[src/rtl/tlb_pkg.sv]
package tlb_pkg;

    // Response register states: one per lookup outcome
    typedef enum logic [1:0] {
        ST_IDLE = 2'd0,
        ST_HIT  = 2'd1,
        ST_MISS = 2'd2,
        ST_PROT = 2'd3
    } tlb_state_e;

endpackage

[src/rtl/tlb_entry_array.sv]
module tlb_entry_array #(
    parameter int N     = 16,
    parameter int VPN_W = 20,
    parameter int PPN_W = 18,
    localparam int IDX_W = (N > 1) ? $clog2(N) : 1
) (
    input  logic                      clk,
    input  logic                      rst,
    input  logic                      flush,
    input  logic                      rf_en,
    input  logic                      rf_auto,
    input  logic [IDX_W-1:0]          rf_idx,
    input  logic [VPN_W-1:0]          rf_vpn,
    input  logic [PPN_W-1:0]          rf_ppn,
    input  logic                      rf_valid,
    input  logic                      rf_wr,
    output logic [N-1:0]              slot_vld,
    output logic [N-1:0]              slot_wen,
    output logic [N-1:0][VPN_W-1:0]   slot_vpn,
    output logic [N-1:0][PPN_W-1:0]   slot_ppn
);

    logic [IDX_W-1:0] rr_ptr;
    logic [IDX_W-1:0] tgt;
    logic             do_fill;

    // Flush has priority; a refill in the same cycle is dropped
    assign do_fill = rf_en && !flush;
    assign tgt     = rf_auto ? rr_ptr : rf_idx;

    always_ff @(posedge clk) begin
        if (rst) begin
            rr_ptr <= '0;
        end else if (do_fill && rf_auto) begin
            rr_ptr <= (rr_ptr == IDX_W'(N - 1)) ? '0 : rr_ptr + 1'b1;
        end
    end

    for (genvar g = 0; g < N; g++) begin : g_slot
        always_ff @(posedge clk) begin
            if (rst || flush) begin
                slot_vld[g] <= 1'b0;
            end else if (do_fill && tgt == IDX_W'(g)) begin
                slot_vld[g] <= rf_valid;
            end
        end

        always_ff @(posedge clk) begin
            if (do_fill && tgt == IDX_W'(g)) begin
                slot_wen[g] <= rf_wr;
                slot_vpn[g] <= rf_vpn;
                slot_ppn[g] <= rf_ppn;
            end
        end
    end

endmodule

[src/rtl/tlb_match.sv]
module tlb_match #(
    parameter int N     = 16,
    parameter int VPN_W = 20,
    parameter int PPN_W = 18
) (
    input  logic [VPN_W-1:0]          req_vpn,
    input  logic [N-1:0]              slot_vld,
    input  logic [N-1:0]              slot_wen,
    input  logic [N-1:0][VPN_W-1:0]   slot_vpn,
    input  logic [N-1:0][PPN_W-1:0]   slot_ppn,
    output logic                      hit,
    output logic                      multi,
    output logic [PPN_W-1:0]          sel_ppn,
    output logic                      sel_wen
);

    logic [N-1:0] match;

    for (genvar g = 0; g < N; g++) begin : g_cmp
        assign match[g] = slot_vld[g] && (slot_vpn[g] == req_vpn);
    end

    assign hit   = |match;
    // More than one bit set: clearing the lowest set bit leaves something
    assign multi = |(match & (match - 1'b1));

    // Scan from the top so the lowest matching slot is the last written
    always_comb begin
        sel_ppn = '0;
        sel_wen = 1'b0;
        for (int i = N - 1; i >= 0; i--) begin
            if (match[i]) begin
                sel_ppn = slot_ppn[i];
                sel_wen = slot_wen[i];
            end
        end
    end

endmodule

[src/rtl/tlb_xlate.sv]
module tlb_xlate #(
    parameter int N_SLOTS = 16,
    parameter int VA_W    = 32,
    parameter int OFS_W   = 12,
    parameter int PPN_W   = 18,
    localparam int VPN_W  = VA_W - OFS_W,
    localparam int PA_W   = PPN_W + OFS_W,
    localparam int IDX_W  = (N_SLOTS > 1) ? $clog2(N_SLOTS) : 1
) (
    input  logic              clk,
    input  logic              rst,
    input  logic              lk_req,
    input  logic              lk_write,
    input  logic [VA_W-1:0]   lk_vaddr,
    input  logic              flush,
    input  logic              rf_en,
    input  logic              rf_auto,
    input  logic [IDX_W-1:0]  rf_idx,
    input  logic [VPN_W-1:0]  rf_vpn,
    input  logic [PPN_W-1:0]  rf_ppn,
    input  logic              rf_valid,
    input  logic              rf_wr,
    output logic              rsp_valid,
    output logic              rsp_ok,
    output logic [PA_W-1:0]   rsp_paddr,
    output logic              rsp_miss,
    output logic              rsp_wprot,
    output logic              rsp_multi
);
    import tlb_pkg::*;

    logic [N_SLOTS-1:0]             slot_vld;
    logic [N_SLOTS-1:0]             slot_wen;
    logic [N_SLOTS-1:0][VPN_W-1:0]  slot_vpn;
    logic [N_SLOTS-1:0][PPN_W-1:0]  slot_ppn;
    logic                           hit;
    logic                           multi;
    logic [PPN_W-1:0]               sel_ppn;
    logic                           sel_wen;

    tlb_state_e       state_q, state_d;
    logic [PA_W-1:0]  paddr_q;
    logic             multi_q;

    tlb_entry_array #(
        .N     (N_SLOTS),
        .VPN_W (VPN_W),
        .PPN_W (PPN_W)
    ) u_array (
        .clk      (clk),
        .rst      (rst),
        .flush    (flush),
        .rf_en    (rf_en),
        .rf_auto  (rf_auto),
        .rf_idx   (rf_idx),
        .rf_vpn   (rf_vpn),
        .rf_ppn   (rf_ppn),
        .rf_valid (rf_valid),
        .rf_wr    (rf_wr),
        .slot_vld (slot_vld),
        .slot_wen (slot_wen),
        .slot_vpn (slot_vpn),
        .slot_ppn (slot_ppn)
    );

    tlb_match #(
        .N     (N_SLOTS),
        .VPN_W (VPN_W),
        .PPN_W (PPN_W)
    ) u_match (
        .req_vpn  (lk_vaddr[VA_W-1:OFS_W]),
        .slot_vld (slot_vld),
        .slot_wen (slot_wen),
        .slot_vpn (slot_vpn),
        .slot_ppn (slot_ppn),
        .hit      (hit),
        .multi    (multi),
        .sel_ppn  (sel_ppn),
        .sel_wen  (sel_wen)
    );

    // Next-state selection from the current lookup
    always_comb begin
        if (!lk_req) begin
            state_d = ST_IDLE;
        end else if (!hit) begin
            state_d = ST_MISS;
        end else if (lk_write && !sel_wen) begin
            state_d = ST_PROT;
        end else begin
            state_d = ST_HIT;
        end
    end

    // State register with the captured address and multi-hit flag
    always_ff @(posedge clk) begin
        if (rst) begin
            state_q <= ST_IDLE;
            paddr_q <= '0;
            multi_q <= 1'b0;
        end else begin
            state_q <= state_d;
            paddr_q <= (state_d == ST_HIT) ? {sel_ppn, lk_vaddr[OFS_W-1:0]} : '0;
            multi_q <= lk_req && multi;
        end
    end

    // Outputs decoded from the state
    always_comb begin
        rsp_valid = 1'b0;
        rsp_ok    = 1'b0;
        rsp_miss  = 1'b0;
        rsp_wprot = 1'b0;
        rsp_paddr = '0;
        rsp_multi = 1'b0;
        unique case (state_q)
            ST_IDLE: ;
            ST_HIT: begin
                rsp_valid = 1'b1;
                rsp_ok    = 1'b1;
                rsp_paddr = paddr_q;
                rsp_multi = multi_q;
            end
            ST_MISS: begin
                rsp_valid = 1'b1;
                rsp_miss  = 1'b1;
            end
            ST_PROT: begin
                rsp_valid = 1'b1;
                rsp_wprot = 1'b1;
                rsp_multi = multi_q;
            end
            default: ;
        endcase
    end

endmodule

[config.mk]
export PLATFORM = sky130hd
export DESIGN_NAME = tlb_xlate
export DESIGN_NICKNAME = d
export VERILOG_FILES = /design/src/rtl/tlb_pkg.sv /design/src/rtl/tlb_entry_array.sv /design/src/rtl/tlb_match.sv /design/src/rtl/tlb_xlate.sv
export SDC_FILE = /design/constraint.sdc
export NUM_CORES = 1
export LEC_CHECK = 0
export BUFFER_PORTS_ARGS = -buffer_cell sky130_fd_sc_hd__buf_4
export CAP_MARGIN = 20
export CELL_PAD_IN_SITES_DETAIL_PLACEMENT = 0
export CELL_PAD_IN_SITES_GLOBAL_PLACEMENT = 1
export CORE_ASPECT_RATIO = 1.1
export CORE_UTILIZATION = 27
export CTS_CLUSTER_SIZE = 40
export DETAILED_ROUTE_END_ITERATION = 7
export PLACE_DENSITY_LB_ADDON = 0.1
export SLEW_MARGIN = 20
export SYNTH_ARGS = -nofsm -noshare
export SYNTH_HDL_FRONTEND = slang
export SYNTH_HIERARCHICAL = 1
export SYNTH_SLANG_ARGS = --single-unit
[constraint.sdc]
create_clock -name clk -period 4.1 [get_ports clk]
set_input_delay 0 -clock clk [delete_from_list [all_inputs] [get_ports clk]]
set_output_delay 0 -clock clk [all_outputs]
set_load 0.01 [all_outputs]
---- Word-level counts from Yosys, hierarchy flattened ----
Index checks and enable logic that the tools add are counted.
operators by class
  add/subtract/negate cells ............... 2
  equality and inequality tests ........... 36
  muxes and demuxes ....................... 43
  bitwise logic cells ..................... 2
  reduce and logical (&&, ||, !) cells .... 45
operators with widths
  kind                                                                  number
  20-bit == test                                                        16
  18-bit 2-to-1 mux                                                     16
  4-bit == test, second input constant                                  9
  1-bit logical AND                                                     36
  16-bit OR reduction                                                   2
  30-bit 2-to-1 mux                                                     1
  1-bit 2-to-1 mux                                                      21
  16-bit bitwise AND                                                    1
  4-bit by 3-bit == test with 1-bit output, second input constant       4
  16-bit by 1-bit subtractor with 16-bit output, second input constant  1
  4-bit by 2-bit == test with 1-bit output, second input constant       2
  4-bit 2-to-1 mux                                                      2
  2-bit 2-to-1 mux                                                      3
  4-bit by 1-bit adder with 4-bit output, second input constant         1
  2-bit by 1-bit == test with 1-bit output, second input constant       2
  2-bit == test, second input constant                                  2
  4-bit by 1-bit == test with 1-bit output, second input constant       1
  4-bit logical NOT                                                     1
  2-bit OR reduction                                                    2
  3-bit OR reduction                                                    1
  1-bit logical NOT                                                     2
  1-bit logical OR                                                      1
  1-bit NOT                                                             1
storage, ports and cells
  flip-flop bits (word level) ............. 677
  input bits .............................. 83
  output and inout port bits .............. 35
  word-level logic and storage cells ...... 196

---- Depth between registers and ports, before layout ----
Gate-level depths: netlist of run 1.
  depth after elaboration ................. 26
  gate-level depth with buffers ........... 15

---- Modules after synthesis ----
The synthesis of run 1 kept the hierarchy.
by module, submodules not included
  module           times used  cells an instance  area each (um^2)
  tlb_entry_array  1           737                19880.3
  tlb_match        1           867                6505.0
  tlb_xlate        1           113                1177.4

---- Worst setup path before layout of run 1 ----
OpenSTA, ideal clock, no wires.
  kind .................................... register to register
  from .................................... reg u_array.rr_ptr[0]
  to ...................................... reg u_array/slot_ppn[126] (netlist bit) (enable)
  library setup time ...................... 0.453 ns
  data arrival time ....................... 2.798 ns
  setup slack ............................. 0.849 ns
  stages on the path, launching flop included .. 4
  period minus slack after synthesis ...... 3.251 ns
  cells stage by stage .................... dfxtp_1 > clkbuf_1 > nand4b_1 > o22ai_1
on the way
  word-level cells in the longest chain between the ends .. 3
ends and longest elaborated chain
  what                                      RTL line               RTL
  from (decl)                               tlb_entry_array.sv:23  logic [IDX_W-1:0] rr_ptr;
  from (signal assigned)                    tlb_entry_array.sv:35  rr_ptr <= (rr_ptr == IDX_W'(N - 1)) ? '0 : rr_ptr + 1'b1;
  4-bit 2-to-1 mux                          tlb_entry_array.sv:29  assign tgt = rf_auto ? rr_ptr : rf_idx;
  4-bit by 3-bit == test with 1-bit output  tlb_entry_array.sv:49  if (do_fill && tgt == IDX_W'(g)) begin
  1-bit logical AND                         tlb_entry_array.sv:49
  to (signal, indexed assignment)           tlb_entry_array.sv:52  slot_ppn[g] <= rf_ppn;
  to (decl)                                 tlb_entry_array.sv:20  output logic [N-1:0][PPN_W-1:0] slot_ppn
No other way between the ends.
A chain may end at the register's enable or synchronous reset.

---- Final worst setup path of run 1 ----
  from .................................... reg u_array/slot_vpn[275] (netlist bit)
  to ...................................... reg paddr_q[7]
on the way
  word-level cells in the longest chain between the ends .. 24
  elaborated cells between the ends (all ways) .. 25
ends and longest elaborated chain
  what                                      RTL line               RTL
  from (decl)                               tlb_entry_array.sv:19  output logic [N-1:0][VPN_W-1:0] slot_vpn,
  from (signal, indexed assignment)         tlb_entry_array.sv:51  slot_vpn[g] <= rf_vpn;
  20-bit == test                            tlb_match.sv:20        assign match[g] = slot_vld[g] && (slot_vpn[g] == req_vpn);
  1-bit logical AND                         tlb_match.sv:20
  1-bit 2-to-1 mux (14 in series)           tlb_match.sv:32        if (match[i]) begin
  named net sel_wen                         tlb_xlate.sv:39        logic sel_wen;
  1-bit logical NOT                         tlb_xlate.sv:88        end else if (lk_write && !sel_wen) begin
  1-bit logical AND                         tlb_xlate.sv:88
  2-bit 2-to-1 mux                          tlb_xlate.sv:88
  2-bit 2-to-1 mux                          tlb_xlate.sv:86        end else if (!hit) begin
  2-bit 2-to-1 mux                          tlb_xlate.sv:84        if (!lk_req) begin
  2-bit by 1-bit == test with 1-bit output  tlb_xlate.sv:103       paddr_q <= (state_d == ST_HIT) ? {sel_ppn, lk_vaddr[OFS_W-1:0]} : '0;
  1-bit NOT (no line)                       n/a
  2-bit OR reduction (no line)              n/a
  to (signal assigned)                      tlb_xlate.sv:103
  to (decl)                                 tlb_xlate.sv:42        logic [PA_W-1:0] paddr_q;
The timed path passes the listed nets, and every way through them passes these cells.

==> results.py, run 1 <==
metrics = {
    "status": {
        "status": "completed",
    },
    "route": {
        "drt_drc_violations_left": 0,
        "totalWireLength_microns": 92200,
        "num_vias": 16000,
        "vias_per_cell": 4.74,
        "firstDrtPassIters": 6,
        "routedWlPerCell_microns": 27.2,
        "postRouteAntennaNets": 0,
        "drt_iter0_markers": 1292,
    },
    "sta": {
        "tightest_slew_ps": 1010,
        "slew_violations": 0,
        "period_share": 0.930,
        "setup_viol": 0,
        "finalHoldViolations": 0,
        "fin_crit_ps": 3810,
        "fin_worst_skew_ps": 26.9,
        "max_slew_margin": 0.321,
        "fin_tns_setup_ps": 0,
        "fmax_ghz": 0.262,
        "rsz0062_at_grt": "no",
    },
    "critical_path": {
        "critPathMaxStageDelay_ps": 620,
        "crit_path_end_kind": "flip-flop",
        "crit_fanout": 18,
        "worstSetupPathType": "flip-flop to flip-flop",
        "critical-path-slowest-cell": "o211ai_1",
        "critPathBufInv": 1,
        "cp-start-kind": "flip-flop",
        "worstPathRequired_ps": 4600,
        "cp_top_family": "compound AO/OA/AOI/OAI gates",
        "crit_arrival_ps": 4320,
        "crit_chain": "xor2_1, nor4_1, nand4_1, o211ai_1, nor4_4, a222oi_1, o21ai_0, a21oi_1, o32ai_1, nand2b_1, buf_4, and3_1",
    },
    "logic_synthesis": {
        "synthCells": 1717,
        "async_flop_share": 0,
        "syn_area_sq_mm": 0.0276,
        "synth_edf_count": 624,
        "synth-seq-cells": 677,
        "ys_warn_count": 6,
        "syn_area_per_cell_sq_um": 16.1,
        "synth_cell_type_count": 70,
        "syn-num-nets": 1801,
        "synth_ff_type": "edfxtp_1",
        "seq_area_frac_synth": 0.718,
    },
    "cells_and_area": {
        "final_common_cell": "edfxtp_1",
        "area_growth_pct": 22.1,
        "post-route-util": 0.334,
        "nets": 2044,
        "final_cells": 3387,
        "layout_common_cells": "edfxtp_1 (624), buf_4 (202), xnor2_1 (177)",
        "drive_gt1_frac": 0.183,
        "fin_area_sq_mm": 0.0337,
    },
    "floorplanning": {
        "fp.dieH_microns": 337,
        "start_util": 0.273,
        "die_area_sq_mm": 0.103,
        "core_area_sq_mm": 0.101,
        "rows": 122,
        "die_x_microns": 307,
        "io_pins": 118,
    },
    "worst_hold_path": {
        "min_path_type": "primary input to flip-flop",
    },
    "clocking": {
        "cts.clk_slew.worst_paths_ps": 60,
        "cts_made_buffers": 80,
        "cts_buffer_depth": 3,
        "cts_root_buffer": "clkbuf_16",
        "cts_setup_buffers": 0,
        "htreeDepth": 3,
        "clock-sinks": 677,
        "cts_tree": "built",
        "postCtsResizedCells": 0,
        "clk_latency_ps": 630,
        "cts_hold_buf": 57,
    },
    "global_route": {
        "antenna_found_initial": 3,
        "grt_start_max_net_pins": 41,
        "grt_use_total": 0.178,
        "grt_pass1_vias": 16500,
        "grt_first_pass_wirelength_microns": 129000,
        "overflow": 0,
    },
    "place": {
        "place_area_sq_mm": 0.0304,
        "hpwl_microns": 57200,
        "place_inst": 3185,
        "io_buffer_count": 117,
        "place.gp.congestion": 0.772,
    },
    "power_and_ir_drop": {
        "power.density_mw_per_mm2": 460,
        "p_leak_nw": 11.0,
        "ir_drop_uv": 319,
    },
    "job": {
        "cap_violations": 0,
    },
}
-- state kept, by name, indices dropped and copies added, names as in the netlist --
register and cells:
u_array/slot_ppn 288, u_array/rr_ptr 4, state_q 2, paddr_q 30, multi_q 1, u_array/slot_wen 16
u_array/slot_vpn 320, u_array/slot_vld 16
-- per-stage QoR --
step                setup slack, ps  hold WS (ps)  total power, W
floorplan                       849          69.1         0.00803
global placement                176           230         0.00839
detailed placement              207           230         0.00839
CTS                             209          78.0          0.0157
global route                   36.8           112          0.0160
finish                          286           138          0.0155
-- cell families (layout without fill, tap and decap cells) --
logic type               count (synthesis)  in the layout  synth area share
XOR/XNOR                               321            321             0.102
AND/OR/NAND/NOR                        343            343            0.0765
other                                    0              2                 0
buffers and inverters                  109            413            0.0259
flip-flops                             677            677             0.718
adder cells (fa/ha/maj)                  1              1          0.000454
AO/OA/AOI/OAI                          241            241            0.0675
multiplexers                            25             25           0.00926
-- synth_stat cells (all sizes together) (4+ instances only) --
cell / instances / area [sq um]
edfxtp: 624 / 18700
xnor2: 177 / 1550
xor2: 144 / 1260
buf: 75 / 586
dfxtp: 53 / 1060
nor4: 52 / 393
nand4: 46 / 288
nand2: 45 / 171
o22ai: 44 / 338
a222oi: 43 / 430
and3: 40 / 250
nor2: 37 / 141
a22oi: 34 / 255
and2: 34 / 213
clkbuf: 28 / 105
a21oi: 26 / 130
nand3: 24 / 120
o21ai: 24 / 120
mux2i: 21 / 210
a22o: 16 / 140
a211o: 14 / 123
nor3: 13 / 75.1
nand4b: 7 / 61.3
inv: 6 / 22.5
nand3b: 6 / 45.0
nand4bb: 5 / 56.3
o31ai: 5 / 37.5
or3: 5 / 31.3
and4: 4 / 35.0
mux2: 4 / 45.0
nand2b: 4 / 25.0
nor2b: 4 / 32.5
nor3b: 4 / 56.3
o21a: 4 / 30.0
-- worst register-to-register path, delay by kind of cell (launching register included) --
family                 cells  cell delay (ps)
buffers and inverters      1              200
AND/OR/NAND/NOR            5             1310
AO/OA/AOI/OAI              5             1580
flip-flops                 1              390
XOR/XNOR                   1              210
-- layout make-up --
cell class              instances  area [sq um]
well taps                    1364          1710
clock inverters                44           483
multi-input cells             931          7290
flip-flops and latches        677         19800
diodes                          2          5.00
repair buffers                264          2190
fillers                      9816         67200
inverters                       6          22.5
clock buffers                  99          2160
-- path summary, 6_finish.rpt --
check | start | endpoint | slack [ps] | cells after the start
setup / recovery | u_array/slot_vpn[275] | paddr_q[7] | 290 | 12
setup reg to reg | u_array/slot_vpn[275] | paddr_q[7] | 290 | 12
hold / removal | rf_valid | u_array/slot_vld[8] | 140 | 3
hold reg to reg | u_array/slot_vld[8] | u_array/slot_vld[8] | 460 | 2
-- where the power goes --
group | internal [W] | leakage, nW | total [W] | switching, W
Clock | 0.00435 | 1.28 | 0.00721 | 0.00285
Sequential | 0.00759 | 6.05 | 0.00760 | 0.0000157
Combinational | 0.000224 | 3.70 | 0.000663 | 0.000439
-- routing by layer --
layer  GRT usage  routed length, microns
met5           0                       0
met4      0.0450                    1570
met3      0.0235                    3500
met2       0.317                   46900
met1       0.228                   40300
Note: power is estimated with default switching activity, not from simulation.
==> run 2, diff against run 1 <==
CELL_PAD_IN_SITES_GLOBAL_PLACEMENT = 2   (was 1)
GPL_TIMING_DRIVEN = 0   (was default)
==> results.py, run 2 (synthesized netlist as in run 1, its figures left out) <==
metrics = {
    "status": {
        "status": "completed",
    },
    "floorplanning": {
        "die_area_sq_mm": 0.103,
        "io_pins": 118,
        "die_x_microns": 307,
        "fp.dieH_microns": 337,
        "rows": 122,
        "start_util": 0.273,
        "core_area_sq_mm": 0.101,
    },
    "cells_and_area": {
        "n_antenna_cell": 0,
        "final_common_cell": "edfxtp_1",
        "nets": 2092,
        "reg_top3": "u_array/slot_vpn (320), u_array/slot_ppn (288), paddr_q (30)",
        "final_cells": 3433,
        "drive_gt1_frac": 0.190,
        "layout_common_cells": "edfxtp_1 (624), xnor2_1 (177), buf_4 (154)",
        "regMostFlops": "u_array/slot_vpn",
        "area_growth_pct": 25.2,
        "fin_area_sq_mm": 0.0345,
        "largest_reg_flops": 320,
    },
    "critical_path": {
        "worstSetupPathType": "flip-flop to flip-flop",
        "critical-path-slowest-cell": "nor4_4",
        "critPathMaxStageDelay_ps": 780,
        "cp-start-kind": "flip-flop",
        "critPathMostFrequentCell": "buf_4",
        "crit_path_end_kind": "flip-flop",
        "crit_fanout": 10,
        "crit_chain": "xor2_1, nor4_1, nand4_1, nor4_4, nor3b_4, buf_4, buf_4, a221o_1, a21oi_1, o32ai_2, nand2b_1, clkbuf_2, and3_1",
        "worstPathRequired_ps": 4620,
        "crit_arrival_ps": 4510,
    },
    "power_and_ir_drop": {
        "power.density_mw_per_mm2": 432,
        "p_leak_nw": 11.4,
        "ir_drop_uv": 286,
    },
    "sta": {
        "fin_worst_skew_ps": 24.9,
        "fin_crit_ps": 3990,
        "period_share": 0.972,
        "fmax_ghz": 0.251,
        "setup_viol": 0,
        "slew_violations": 0,
        "fin_tns_setup_ps": 0,
        "layout_setup_ws_ps": 113,
        "max_slew_margin": 0.377,
        "tightest_slew_ps": 928,
        "finalHoldViolations": 0,
        "timing.hold.ws_ps": 52.4,
        "rsz0062_at_grt": "yes",
    },
    "route": {
        "drt_drc_violations_left": 0,
        "vias_per_cell": 4.69,
        "firstDrtPassIters": 8,
        "drt_iter0_markers": 1373,
        "wl_met3_microns": 3580,
        "postRouteAntennaNets": 0,
        "routedWlPerCell_microns": 27.0,
        "drt-met1-wl_microns": 39600,
        "routed.top_layer": "met5",
        "totalWireLength_microns": 92500,
        "dr_wl_met2_microns": 46500,
        "num_vias": 16100,
    },
    "clocking": {
        "cts_made_buffers": 80,
        "htreeDepth": 3,
        "cts_tree": "built",
        "clk_latency_ps": 640,
        "cts_root_buffer": "clkbuf_16",
        "cts_buffer_depth": 3,
        "clock-sinks": 677,
        "cts.clk_slew.worst_paths_ps": 60,
    },
    "global_route": {
        "antenna_found_initial": 1,
        "grt_pass1_vias": 16600,
        "grt_use_total": 0.179,
        "grt_start_max_net_pins": 23,
        "grt_first_pass_wirelength_microns": 128000,
        "overflow": 0,
    },
    "place": {
        "post-place-ws_ps": -1490,
        "hpwl_microns": 61500,
        "io_buffer_count": 95,
        "place.gp.congestion": 0.750,
        "place_area_sq_mm": 0.0312,
        "place_inst": 3215,
    },
    "worst_hold_path": {
        "min_path_type": "primary input to flip-flop",
    },
    "job": {
        "cap_violations": 0,
    },
}
run 2: what timing repair did:
action | 4_1_cts | 5_1_grt
pin swaps | 6 | 3
endpoints found under the setup margin | 32 | 31
hold endpoints to repair | 669 | 0
hold buffers | 60 | 0
resized for setup | 24 | 11
buffers inserted | 15 | 3
run 2: power by group:
group	switching, W	internal (W)	total (W)
Clock	0.00283	0.00382	0.00665
Combinational	0.000427	0.000241	0.000668
Sequential	0.0000142	0.00759	0.00760
Total	0.00327	0.0116	0.0149
run 2: metal layers:
layer  up-vias  track usage
met5         -            0
met4         2       0.0619
met3       130       0.0278
met2       369        0.314
met1      8349        0.224
li1       7267            -
run 2: worst max-delay path: cells and delay by family (launching register included):
kind	cells	cell delay, ps
AOI/OAI and AO/OA	3	620
xor gates and xnor gates	1	150
and+or+nand+nor	6	2010
buffers and inverters	3	690
DFF	1	370
run 2: worst paths after layout:
path,slack (ps),end,start,cells after the start
worst min-delay path,50,u_array/slot_ppn[16],rf_idx[1],3
worst min register to register,460,u_array/slot_vld[15],u_array/slot_vld[15],2
worst max register to register,110,paddr_q[18],u_array/slot_vpn[97],13
worst max-delay path,110,paddr_q[18],u_array/slot_vpn[97],13
run 2: cell type report:
type	count	area, sq um
fill	9743	66400
sequential	677	19800
multi-input combinational	931	7400
timing repair buffer	212	2460
clock buffer	115	2220
tap	1364	1710
buffer	100	689
clock inverter	28	201
inverter	6	22.5
run 2: through the flow:
stage,util,total power (W)
finish,0.342,0.0149
global route,0.342,0.0155
CTS,0.341,0.0152
detailed placement,0.309,0.00839
global placement,0.297,0.00836
floorplan,-,0.00803
==> run 3, diff against run 2 <==
REMOVE_ABC_BUFFERS = 1   (was default)
==> results.py, run 3 (synthesized netlist as in run 1, its figures left out) <==
metrics = {
    "route": {
        "vias_per_cell": 4.71,
        "totalWireLength_microns": 92200,
        "postRouteAntennaNets": 0,
        "drt_iter0_markers": 1232,
        "drt_drc_violations_left": 0,
        "num_vias": 16000,
        "firstDrtPassIters": 6,
        "routedWlPerCell_microns": 27.1,
    },
    "power_and_ir_drop": {
        "seq_power_share": 0.498,
        "combPwrFrac": 0.043,
        "swShare": 0.220,
        "ir_drop_uv": 339,
        "p_clk_frac": 0.459,
        "power_switching_w": 0.00335,
        "power.density_mw_per_mm2": 440,
        "p_leak_nw": 11.4,
        "internal_power_w": 0.0119,
        "total_power_w": 0.0153,
    },
    "cells_and_area": {
        "nets": 2049,
        "multi_input_area_sq_mm": 0.00749,
        "regMostFlops": "u_array/slot_vpn",
        "largest_reg_flops": 320,
        "reg_top3": "u_array/slot_vpn (320), u_array/slot_ppn (288), paddr_q (30)",
        "drive_gt1_frac": 0.195,
        "final_cells": 3395,
        "layout_common_cells": "edfxtp_1 (624), xnor2_1 (177), xor2_1 (144)",
        "final_common_cell": "edfxtp_1",
        "fillerInstances": 9703,
        "area_growth_pct": 25.9,
        "regArea_sq_mm": 0.0198,
    },
    "sta": {
        "fmax_ghz": 0.255,
        "tightest_slew_ps": 833,
        "setup_viol": 0,
        "max_slew_margin": 0.440,
        "layout_setup_ws_ps": 173,
        "rsz0062_at_grt": "no",
        "period_share": 0.958,
        "timing.hold.ws_ps": 123,
        "fin_crit_ps": 3930,
        "finalHoldViolations": 0,
        "fin_worst_skew_ps": 23.3,
        "slew_violations": 0,
    },
    "global_route": {
        "grt_pass1_vias": 16500,
        "grt_first_pass_wirelength_microns": 128000,
        "antenna_found_initial": 0,
        "grt_use_total": 0.178,
        "overflow": 0,
        "grt_start_max_net_pins": 32,
    },
    "place": {
        "place_inst": 3171,
        "place.gp.congestion": 0.727,
        "post-place-ws_ps": -1290,
        "io_buffer_count": 117,
        "hpwl_microns": 58100,
    },
    "floorplanning": {
        "io_pins": 118,
        "fp.dieH_microns": 337,
        "start_util": 0.273,
        "rows": 122,
        "core_area_sq_mm": 0.101,
        "die_area_sq_mm": 0.103,
        "die_x_microns": 307,
    },
    "clocking": {
        "clk_latency_ps": 620,
        "cts_root_buffer": "clkbuf_16",
        "cts_tree": "built",
        "cts.clk_slew.worst_paths_ps": 60,
        "cts_buffer_depth": 3,
        "htreeDepth": 3,
        "clock-sinks": 677,
        "cts_made_buffers": 81,
    },
    "critical_path": {
        "worstSetupPathType": "flip-flop to flip-flop",
        "crit_fanout": 17,
        "worstPathRequired_ps": 4610,
        "crit_path_end_kind": "flip-flop",
        "cp-start-kind": "flip-flop",
        "crit_arrival_ps": 4430,
    },
    "status": {
        "status": "completed",
    },
    "job": {
        "cap_violations": 0,
    },
    "worst_hold_path": {
        "min_path_type": "primary input to flip-flop",
    },
}
[run 3: cell types whose count changed in the layout (fill, tap and decap cells not counted), moves of 7 or more]
cell	delta
buf_4	-16
clkinv_2	+8
clkbuf_1	-32
buf_12	+7
clkinvlp_4	+7
buf_2	-14
[run 3: area by class of cell]
cell class,instances,share of cell area
sequential,677,0.571
tap,1364,0.0492
clock inverter,51,0.0140
clock buffer,97,0.0601
antenna,1,0.0000721
inverter,6,0.000649
multi-input combinational,932,0.216
timing repair buffer,267,0.0896
[run 3: power groups by stage]
stage               Sequential, W  Clock, W  Combinational (W)
floorplan                 0.00775         0           0.000187
global placement          0.00775         0           0.000590
detailed placement        0.00775         0           0.000631
CTS                       0.00760   0.00722           0.000685
global route              0.00760   0.00746           0.000711
finish                    0.00760   0.00700           0.000662
[run 3: critical path, stage by stage, from the launching register on]
cell and delay (ps):
edfxtp_1 380, xnor2_1 210, nand3_1 330, nor4_4 520
and4_4 570, or4_4 410, nand2b_1 220, or2_2 420
o22a_1 280, o221ai_1 180, and3_1 210
[run 3: through the flow]
stage	util	setup TNS, ps	cell area (sq um)
floorplan	-	0	26900
global placement	0.292	-503020	29500
detailed placement	0.310	-34650	31300
CTS	0.343	0	34600
global route	0.344	0	34700
finish	0.344	0	34700
[run 3: metal layers]
metal	track usage	wire length, microns
met5	0	0
met4	0.0455	2080
met3	0.0203	2790
met2	0.326	47800
met1	0.222	39500
[run 3: worst paths after layout]
kind	to	slack (ps)	cells past startpoint	from
worst min-delay path	u_array/slot_vld[0]	120	3	rf_valid
worst min register to register	u_array/slot_vld[14]	450	2	u_array/slot_vld[14]
worst max-delay path	paddr_q[29]	170	10	u_array/slot_vpn[9]
worst max register to register	paddr_q[29]	170	10	u_array/slot_vpn[9]
[run 3: timing repair]
action,CTS,global route
hold endpoints to repair,669,0
gates cloned,0,1
resized for setup,20,7
buffers inserted,13,1
hold buffers,60,0
pin swaps,9,4
endpoints found under the setup margin,33,25
